$ cat config.mk
export PLATFORM = sky130hd
export DESIGN_NAME = rx_char_fifo
export DESIGN_NICKNAME = d
export VERILOG_FILES = /design/src/rtl/rx_char_fifo.sv
export SDC_FILE = /design/constraint.sdc
export NUM_CORES = 1
export LEC_CHECK = 0
export ABC_AREA = 1
export CAP_MARGIN = 25
export CORE_ASPECT_RATIO = 1.4
export CORE_MARGIN = 2
export CORE_UTILIZATION = 30
export DETAILED_ROUTE_END_ITERATION = 16
export PLACE_DENSITY = 0.44
export SLEW_MARGIN = 40
export SYNTH_ARGS = -nofsm -noshare
export SYNTH_HDL_FRONTEND = slang
export SYNTH_SLANG_ARGS = --single-unit
export TNS_END_PERCENT = 1
$ cat constraint.sdc
create_clock -name clk -period 2.3 [get_ports clk]
set_clock_uncertainty 0.05 [all_clocks]
set_input_delay 0.575 -clock clk [delete_from_list [all_inputs] [get_ports clk]]
set_output_delay 0.575 -clock clk [all_outputs]
set_load 0.01 [all_outputs]
$ cat src/rtl/rx_char_fifo.sv
module rx_char_fifo #(
  parameter int DEPTH = 8
) (
  input  logic       clk,
  input  logic       rst,
  input  logic       wr_en,
  input  logic [7:0] wr_char,
  input  logic       wr_par_err,
  input  logic       wr_frm_err,
  input  logic       wr_eof,
  input  logic       rd_char,
  input  logic       rd_stat,
  output logic [7:0] char_q,
  output logic [7:0] stat_q,
  output logic       char_avail,
  output logic       irq,
  output logic       dma_req
);
  localparam int PW = (DEPTH > 1) ? $clog2(DEPTH) : 1;
  localparam int CW = $clog2(DEPTH + 1);
  localparam logic [PW-1:0] LAST = PW'(DEPTH - 1);
  localparam logic [CW-1:0] FULL = CW'(DEPTH);

  logic [7:0]    dmem [DEPTH];
  logic [7:0]    smem [DEPTH];
  logic [PW-1:0] wp, rp, newest;
  logic [CW-1:0] cnt;

  wire empty  = (cnt == '0);
  wire full   = (cnt == FULL);
  wire do_pop = rd_char && !empty;
  wire do_wr  = wr_en && (!full || do_pop);
  wire ovr    = wr_en && full && !do_pop;

  assign newest     = (wp == '0) ? LAST : wp - 1'b1;
  assign char_avail = !empty;
  assign irq        = char_avail;
  assign dma_req    = char_avail;

  always_ff @(posedge clk)
    if (do_wr) dmem[wp] <= wr_char;

  always_ff @(posedge clk) begin
    if (rst) begin
      wp     <= '0;
      rp     <= '0;
      cnt    <= '0;
      char_q <= '0;
      stat_q <= '0;
      for (int i = 0; i < DEPTH; i++) smem[i] <= '0;
    end else begin
      if (do_wr) begin
        smem[wp] <= {4'b0000, wr_eof, 1'b0, wr_frm_err, wr_par_err};
        wp       <= (wp == LAST) ? '0 : wp + 1'b1;
      end
      if (ovr) smem[newest][2] <= 1'b1;
      if (do_pop) begin
        char_q <= dmem[rp];
        rp     <= (rp == LAST) ? '0 : rp + 1'b1;
      end
      if (rd_stat) stat_q <= empty ? 8'h00 : smem[rp];
      cnt <= cnt + CW'(do_wr) - CW'(do_pop);
    end
  end

  a_r8_reset_empties: assert property (@(posedge clk)
    rst |=> (!char_avail && char_q == 8'h00 && stat_q == 8'h00));

  a_r4_full_no_grow: assert property (@(posedge clk) disable iff (rst)
    (full && wr_en && !rd_char) |=> (cnt == $past(cnt) && char_avail));

  a_r6_empty_read_holds: assert property (@(posedge clk) disable iff (rst)
    (empty && rd_char && !wr_en) |=> ($stable(char_q) && !char_avail));

  a_r3_stat_no_pop: assert property (@(posedge clk) disable iff (rst)
    (rd_stat && !rd_char && !wr_en) |=> $stable(cnt));

  a_r2_pop_shrinks: assert property (@(posedge clk) disable iff (rst)
    (rd_char && !empty && !wr_en) |=> (cnt == $past(cnt) - 1'b1));

  a_r5_full_swap: assert property (@(posedge clk) disable iff (rst)
    (full && wr_en && rd_char) |=> (cnt == FULL));

  a_r7_req_match: assert property (@(posedge clk) disable iff (rst)
    (irq == char_avail) && (dma_req == char_avail));

  a_r9_bounded: assert property (@(posedge clk) disable iff (rst)
    cnt <= FULL);
endmodule

==> flow_summary.json, run 1 <==
{
  "cts.sinks": 121,
  "synth_area_leaders": "edfxtp_1 53%, dfxtp_1 9.3%, nor2_1 7.9%",
  "period_share": 0.925,
  "synth_edf_count": 96,
  "rr_worst_depth": 13,
  "hold_viol_final": 0,
  "hp-start": "char_q[3]",
  "clockBufferDepth": 2,
  "cts_setup_buffers": 0,
  "numPortBuffers": 30,
  "netlist.area_leader.share": 0.535,
  "diodes": 0,
  "arrival_ns": 2.37,
  "status": "finished clean",
  "synth_fa_ha_area_frac": 0.0292,
  "drv_cap": 0,
  "path_class": "reg2reg",
  "htree_num_levels": 4,
  "drv_slew": 0,
  "avgRoutedWirePerCell_um": 15.9,
  "synth_cell_types": 33,
  "hpwl_um": 9670,
  "dr.pass1.iters": 4,
  "synthArstFlopShare": 0,
  "clk_latency_ns": 0.41,
  "nNetsFinal": 623,
  "crit_fanout": 4,
  "power.leakage_nw": 2.68,
  "avgSynthCellArea_um2": 10.6,
  "area_delta_synth_final_pct": 30.3,
  "io_pins": 35,
  "yosys.area_share.simple": 0.188,
  "rows": 58,
  "synth_top_area_cell": "edfxtp_1",
  "slew_headroom": 0.615,
  "r2r_setup_slack_ns": 0.17,
  "synth_xor_area_frac": 0.00162,
  "timing.rr.end": "cnt[2]",
  "fmax_ghz": 0.470,
  "startpoint": "cnt[2]",
  "numCtsBuffers": 17,
  "grt-ovfl-total": 0,
  "synth_most_common_cell": "nor2_1",
  "setup_viol": 0,
  "viasPerCell": 4.63,
  "grt_pass1_vias": 3971,
  "fp.dieH_um": 163,
  "clk_pin_slew_ns": 0.06,
  "dieArea_mm2": 0.0191,
  "n_fill_cell": 1742,
  "cts_tree": "built",
  "vias": 3923,
  "grt_pass1_wl_um": 21400,
  "final_cell_count_no_fill": 848,
  "ys_seq_area_frac": 0.627,
  "synth-compound-area-share": 0.107,
  "synth_flop_cell": "edfxtp_1",
  "worstSetupStartpointType": "flop",
  "drtAntennaViolNets": 0,
  "grt_max_degree": 33,
  "vdd_ir_drop_max_mv": 0.548,
  "syn_area_mm2": 0.00539,
  "grt_setup_unrepaired": "no",
  "min_to": "char_q[3]",
  "cts_root_buf": "clkbuf_16",
  "wl_um": 13400,
  "powerDensity_mw_per_mm2": 1150,
  "synth_common_cells": "114 x nor2_1, 96 x edfxtp_1, 55 x nand2_1, 53 x o21ai_0, 25 x dfxtp_1",
  "period_needed_ns": 2.13,
  "rr_startpoint": "cnt[2]",
  "worstHoldPathType": "reg2reg",
  "globalplace.congestion": 0.791,
  "antenna_found_initial": 0,
  "fin_util": 0.395,
  "tightest_slew_ns": 0.577,
  "drive_gt1_frac": 0.183,
  "hold_depth": 2,
  "start_util": 0.303,
  "drc": 0,
  "grt.total_usage": 0.149,
  "required_ns": 2.55,
  "worst_setup_path_end_kind": "flop",
  "power.total_mw": 8.05,
  "synth_warnings": 0,
  "syn_inst": 510,
  "coreArea_mm2": 0.0178,
  "synth_top_family_by_area": "simple AND/OR/NAND/NOR gates",
  "setup_tns_ns": 0,
  "die_w_um": 117,
  "drt_iter0_drc": 169,
  "dpl.cell_count": 816,
  "synth-seq-cells": 121,
  "synth_mux_area_frac": 0
}
==> per-stage QoR <==
stage,area [um^2],hold slack [ns],setup slack (ns)
finish,7030,0.416,0.174
global placement,6380,0.405,-0.217
detailed placement,6380,0.407,-0.237
global route,7030,0.447,0.0364
CTS,7030,0.419,0.168
floorplan,5400,0.438,0.0896
==> how the worst max path moves through the flow <==
stage / end / slack [ns]
4_1_cts: smem[4][0] / 0.17
2_1_floorplan: cnt[2] / 0.09
6_report: cnt[2] / 0.17
3_3_place_gp: smem[4][1] / -0.22
5_1_grt: cnt[2] / 0.04
3_5_place_dp: smem[0][2] / -0.24
==> layer usage <==
layer / track usage / share of wire / wire length, um
met4: 0.0542 / 0.017 / 223
met1: 0.158 / 0.40 / 5380
met3: 0.0357 / 0.030 / 403
met2: 0.287 / 0.55 / 7440
met5: 0 / 0 / 0
==> final cells by class <==
| type | count | area [um^2] | area share |
|---|---|---|---|
| clock buffers | 19 | 433 | 0.0616 |
| flip-flops and latches | 121 | 3380 | 0.481 |
| clock inverters | 13 | 218 | 0.0310 |
| inverters | 25 | 93.8 | 0.0133 |
| multi-input cells | 339 | 1770 | 0.252 |
| well taps | 240 | 300 | 0.0427 |
| repair buffers | 91 | 830 | 0.118 |
==> registers in the layout, summed over array words and instances (netlist names), named ones only <==
register  cells
dmem         64
smem         32
char_q        8
cnt           4
stat_q        4
rp            3
wp            3
==> worst max-delay path, cell delays in order (launching register included) <==
cell     delay [ns]
dfxtp_1        0.29
inv_1          0.10
ha_1           0.21
nand2_2        0.11
nand2_4        0.11
nand2_1        0.05
nand2_1        0.08
inv_1          0.06
nand2_1        0.06
nand2_1        0.06
ha_1           0.21
fa_1           0.39
xnor2_1        0.16
nor2_1         0.05
==> repair_timing <==
action                                  4_1_cts  5_1_grt
hold buffers                                  0        0
resized for setup                             3        0
endpoints found under the setup margin        3        0
endpoints found under the hold margin         0        0
==> cell usage in the layout, fill, tap and decap left out, types with 4 or more instances in the layout <==
master           count
buf_12               6
nor2_1             114
clkdlybuf4s50_1     27
conb_1               4
dfxtp_1             25
clkbuf_16           17
o21ai_0             53
inv_1               22
a21oi_1             20
nand3_1             20
nand4_2              4
o211ai_1            24
edfxtp_1            96
bufinv_16            5
nand4_1             12
buf_4               55
nand2_2              4
nand2_1             55
ha_1                11
==> where the power goes <==
part / internal, mW / switching [mW] / leakage, nW / total, mW
Combinational: 0.951 / 1.39 / 1.25 / 2.34
Sequential: 2.64 / 0.154 / 1.12 / 2.79
Clock: 1.94 / 0.985 / 0.309 / 2.92
Total: 5.53 / 2.53 / 2.68 / 8.05
==> kinds of logic (layout without fill, tap and decap cells) <==
logic type | Yosys count | in the layout
AOI/OAI and AO/OA | 100 | 100
other | 1 | 4
adders and majority gates | 12 | 12
buffers and inverters | 53 | 148
xor gates and xnor gates | 1 | 1
DFF | 121 | 121
and+or+nand+nor | 222 | 222
(Power assumes the default switching activity.)
==> run 2, diff against run 1 <==
--- a/config.mk
+++ b/config.mk
@@ -11,7 +11,7 @@
 export CORE_MARGIN = 2
 export CORE_UTILIZATION = 30
 export DETAILED_ROUTE_END_ITERATION = 16
-export PLACE_DENSITY = 0.44
+export PLACE_DENSITY = 0.58
 export SLEW_MARGIN = 40
 export SYNTH_ARGS = -nofsm -noshare
 export SYNTH_HDL_FRONTEND = slang
==> flow_summary.json, run 2 (same netlist as run 1, synthesis figures left out) <==
{
  "top_register": "dmem",
  "grt-ovfl-total": 0,
  "worstHoldPathType": "reg2reg",
  "vdd_ir_drop_max_mv": 0.751,
  "layout.area.seq_mm2": 0.00338,
  "dr.pass1.iters": 4,
  "rows": 58,
  "clk_latency_ns": 0.40,
  "fin_hold_ws_ns": 0.416,
  "grt_pass1_vias": 3987,
  "globalRouteMet2Util": 0.266,
  "grt.total_usage": 0.137,
  "drt_iter0_drc": 208,
  "grt_setup_unrepaired": "no",
  "dpl.cell_count": 802,
  "cts.sinks": 121,
  "power.leakage_nw": 2.60,
  "avgRoutedWirePerCell_um": 15.0,
  "area_delta_synth_final_pct": 27.9,
  "period_share": 0.908,
  "required_ns": 2.36,
  "r2r_setup_slack_ns": 0.21,
  "drtAntennaViolNets": 0,
  "fmax_ghz": 0.479,
  "fp.dieH_um": 163,
  "crit_fanout": 8,
  "grt_util_met3": 0.0333,
  "nNetsFinal": 609,
  "final_cell_mix": "114 x nor2_1, 96 x edfxtp_1, 55 x nand2_1",
  "start_util": 0.303,
  "die_w_um": 117,
  "slew_headroom": 0.638,
  "grt_pass1_wl_um": 20200,
  "worstSetupStartpointType": "flop",
  "antenna_found_initial": 0,
  "largest_register_ffs": 64,
  "clk_pin_slew_ns": 0.06,
  "final_common_cell": "nor2_1",
  "viasPerCell": 4.71,
  "hold_viol_final": 0,
  "multi_input_area_mm2": 0.00177,
  "numPortBuffers": 30,
  "vias": 3927,
  "period_needed_ns": 2.09,
  "wl_um": 12500,
  "htree_num_levels": 4,
  "reg_top3": "dmem (64), smem (32), char_q (8)",
  "cts_tree": "built",
  "final_cell_count_no_fill": 834,
  "worst_setup_path_end_kind": "flop",
  "coreArea_mm2": 0.0178,
  "status": "finished clean",
  "n_fill_cell": 1734,
  "fin_util": 0.388,
  "hpwl_um": 8640,
  "tightest_slew_ns": 0.543,
  "powerDensity_mw_per_mm2": 1120,
  "io_pins": 35,
  "diodes": 0,
  "dieArea_mm2": 0.0191,
  "setup_viol": 0,
  "path_class": "reg2reg",
  "cts_setup_buffers": 0,
  "drv_cap": 0,
  "clockBufferDepth": 2,
  "drv_slew": 0,
  "drc": 0,
  "busiest_layer": "met2",
  "cts_root_buf": "clkbuf_16",
  "globalplace.congestion": 0.872,
  "grt_use_met1": 0.140,
  "drive_gt1_frac": 0.165,
  "numCtsBuffers": 17,
  "arrival_ns": 2.15,
  "grt_max_degree": 35
}
==> run 2: changes by cell type in the layout (fill, tap and decap cells not counted) <==
cell        before  now
buf_12           6    7
clkinv_2         0    2
buf_4           55   40
clkbuf_1         2    1
clkinv_4         3    1
bufinv_16        5    3
inv_6            3    4
clkbuf_8         0    1
clkinvlp_4       2    3
==> run 2: area by class of cell <==
| class | instances | share of cell area |
|---|---|---|
| Tap cell | 240 | 0.0435 |
| Inverter | 25 | 0.0136 |
| Sequential cell | 121 | 0.491 |
| Clock buffer | 19 | 0.0642 |
| Timing Repair Buffer | 77 | 0.107 |
| Clock inverter | 13 | 0.0241 |
| Multi-Input combinational cell | 339 | 0.257 |
==> run 2: critical path: stages (launching register included) <==
cell     delay (ns)
dfxtp_1        0.43
inv_1          0.16
ha_1           0.24
inv_1          0.06
nand2_1        0.04
nand3_1        0.16
nand4_1        0.10
nand2_1        0.15
buf_12         0.13
nand4_1        0.12
nand2_1        0.16
==> run 2: final timing paths <==
| path | to | startpoint | cells after the start |
|---|---|---|---|
| setup / recovery | smem[6][3] | wp[0] | 10 |
| hold / removal | stat_q[3] | stat_q[3] | 2 |
| setup reg to reg | smem[6][3] | wp[0] | 10 |
| hold reg to reg | stat_q[3] | stat_q[3] | 2 |
==> run 2: through the flow <==
step	power, mW	worst slack (ns)	instance area, um^2	setup TNS, ns
2_1_floorplan	4.22	0.0896	5400	0
3_3_place_gp	5.08	-0.135	6290	-4.60
3_5_place_dp	5.14	-0.151	6290	-5.84
4_1_cts	7.83	0.192	6900	0
5_1_grt	8.19	0.0119	6900	0
6_report	7.75	0.212	6900	0
==> run 2: layer usage <==
metal	vias to the layer above	wire length, um	part of all wire
met5	-	0	0
met4	0	187	0.015
met3	16	414	0.033
met2	81	6930	0.55
met1	1905	4980	0.40
li1	1925	-	-
==> run 2: timing repair <==
action	4_1_cts	5_1_grt
endpoints found under the setup margin	3	0
resized for setup	3	0
hold buffers	0	0
hold endpoints to repair	0	0
==> run 2: power by group <==
group	total [mW]	switching [mW]	internal (mW)
clock	2.71	0.966	1.74
combinational	2.25	1.36	0.890
sequential	2.79	0.148	2.64
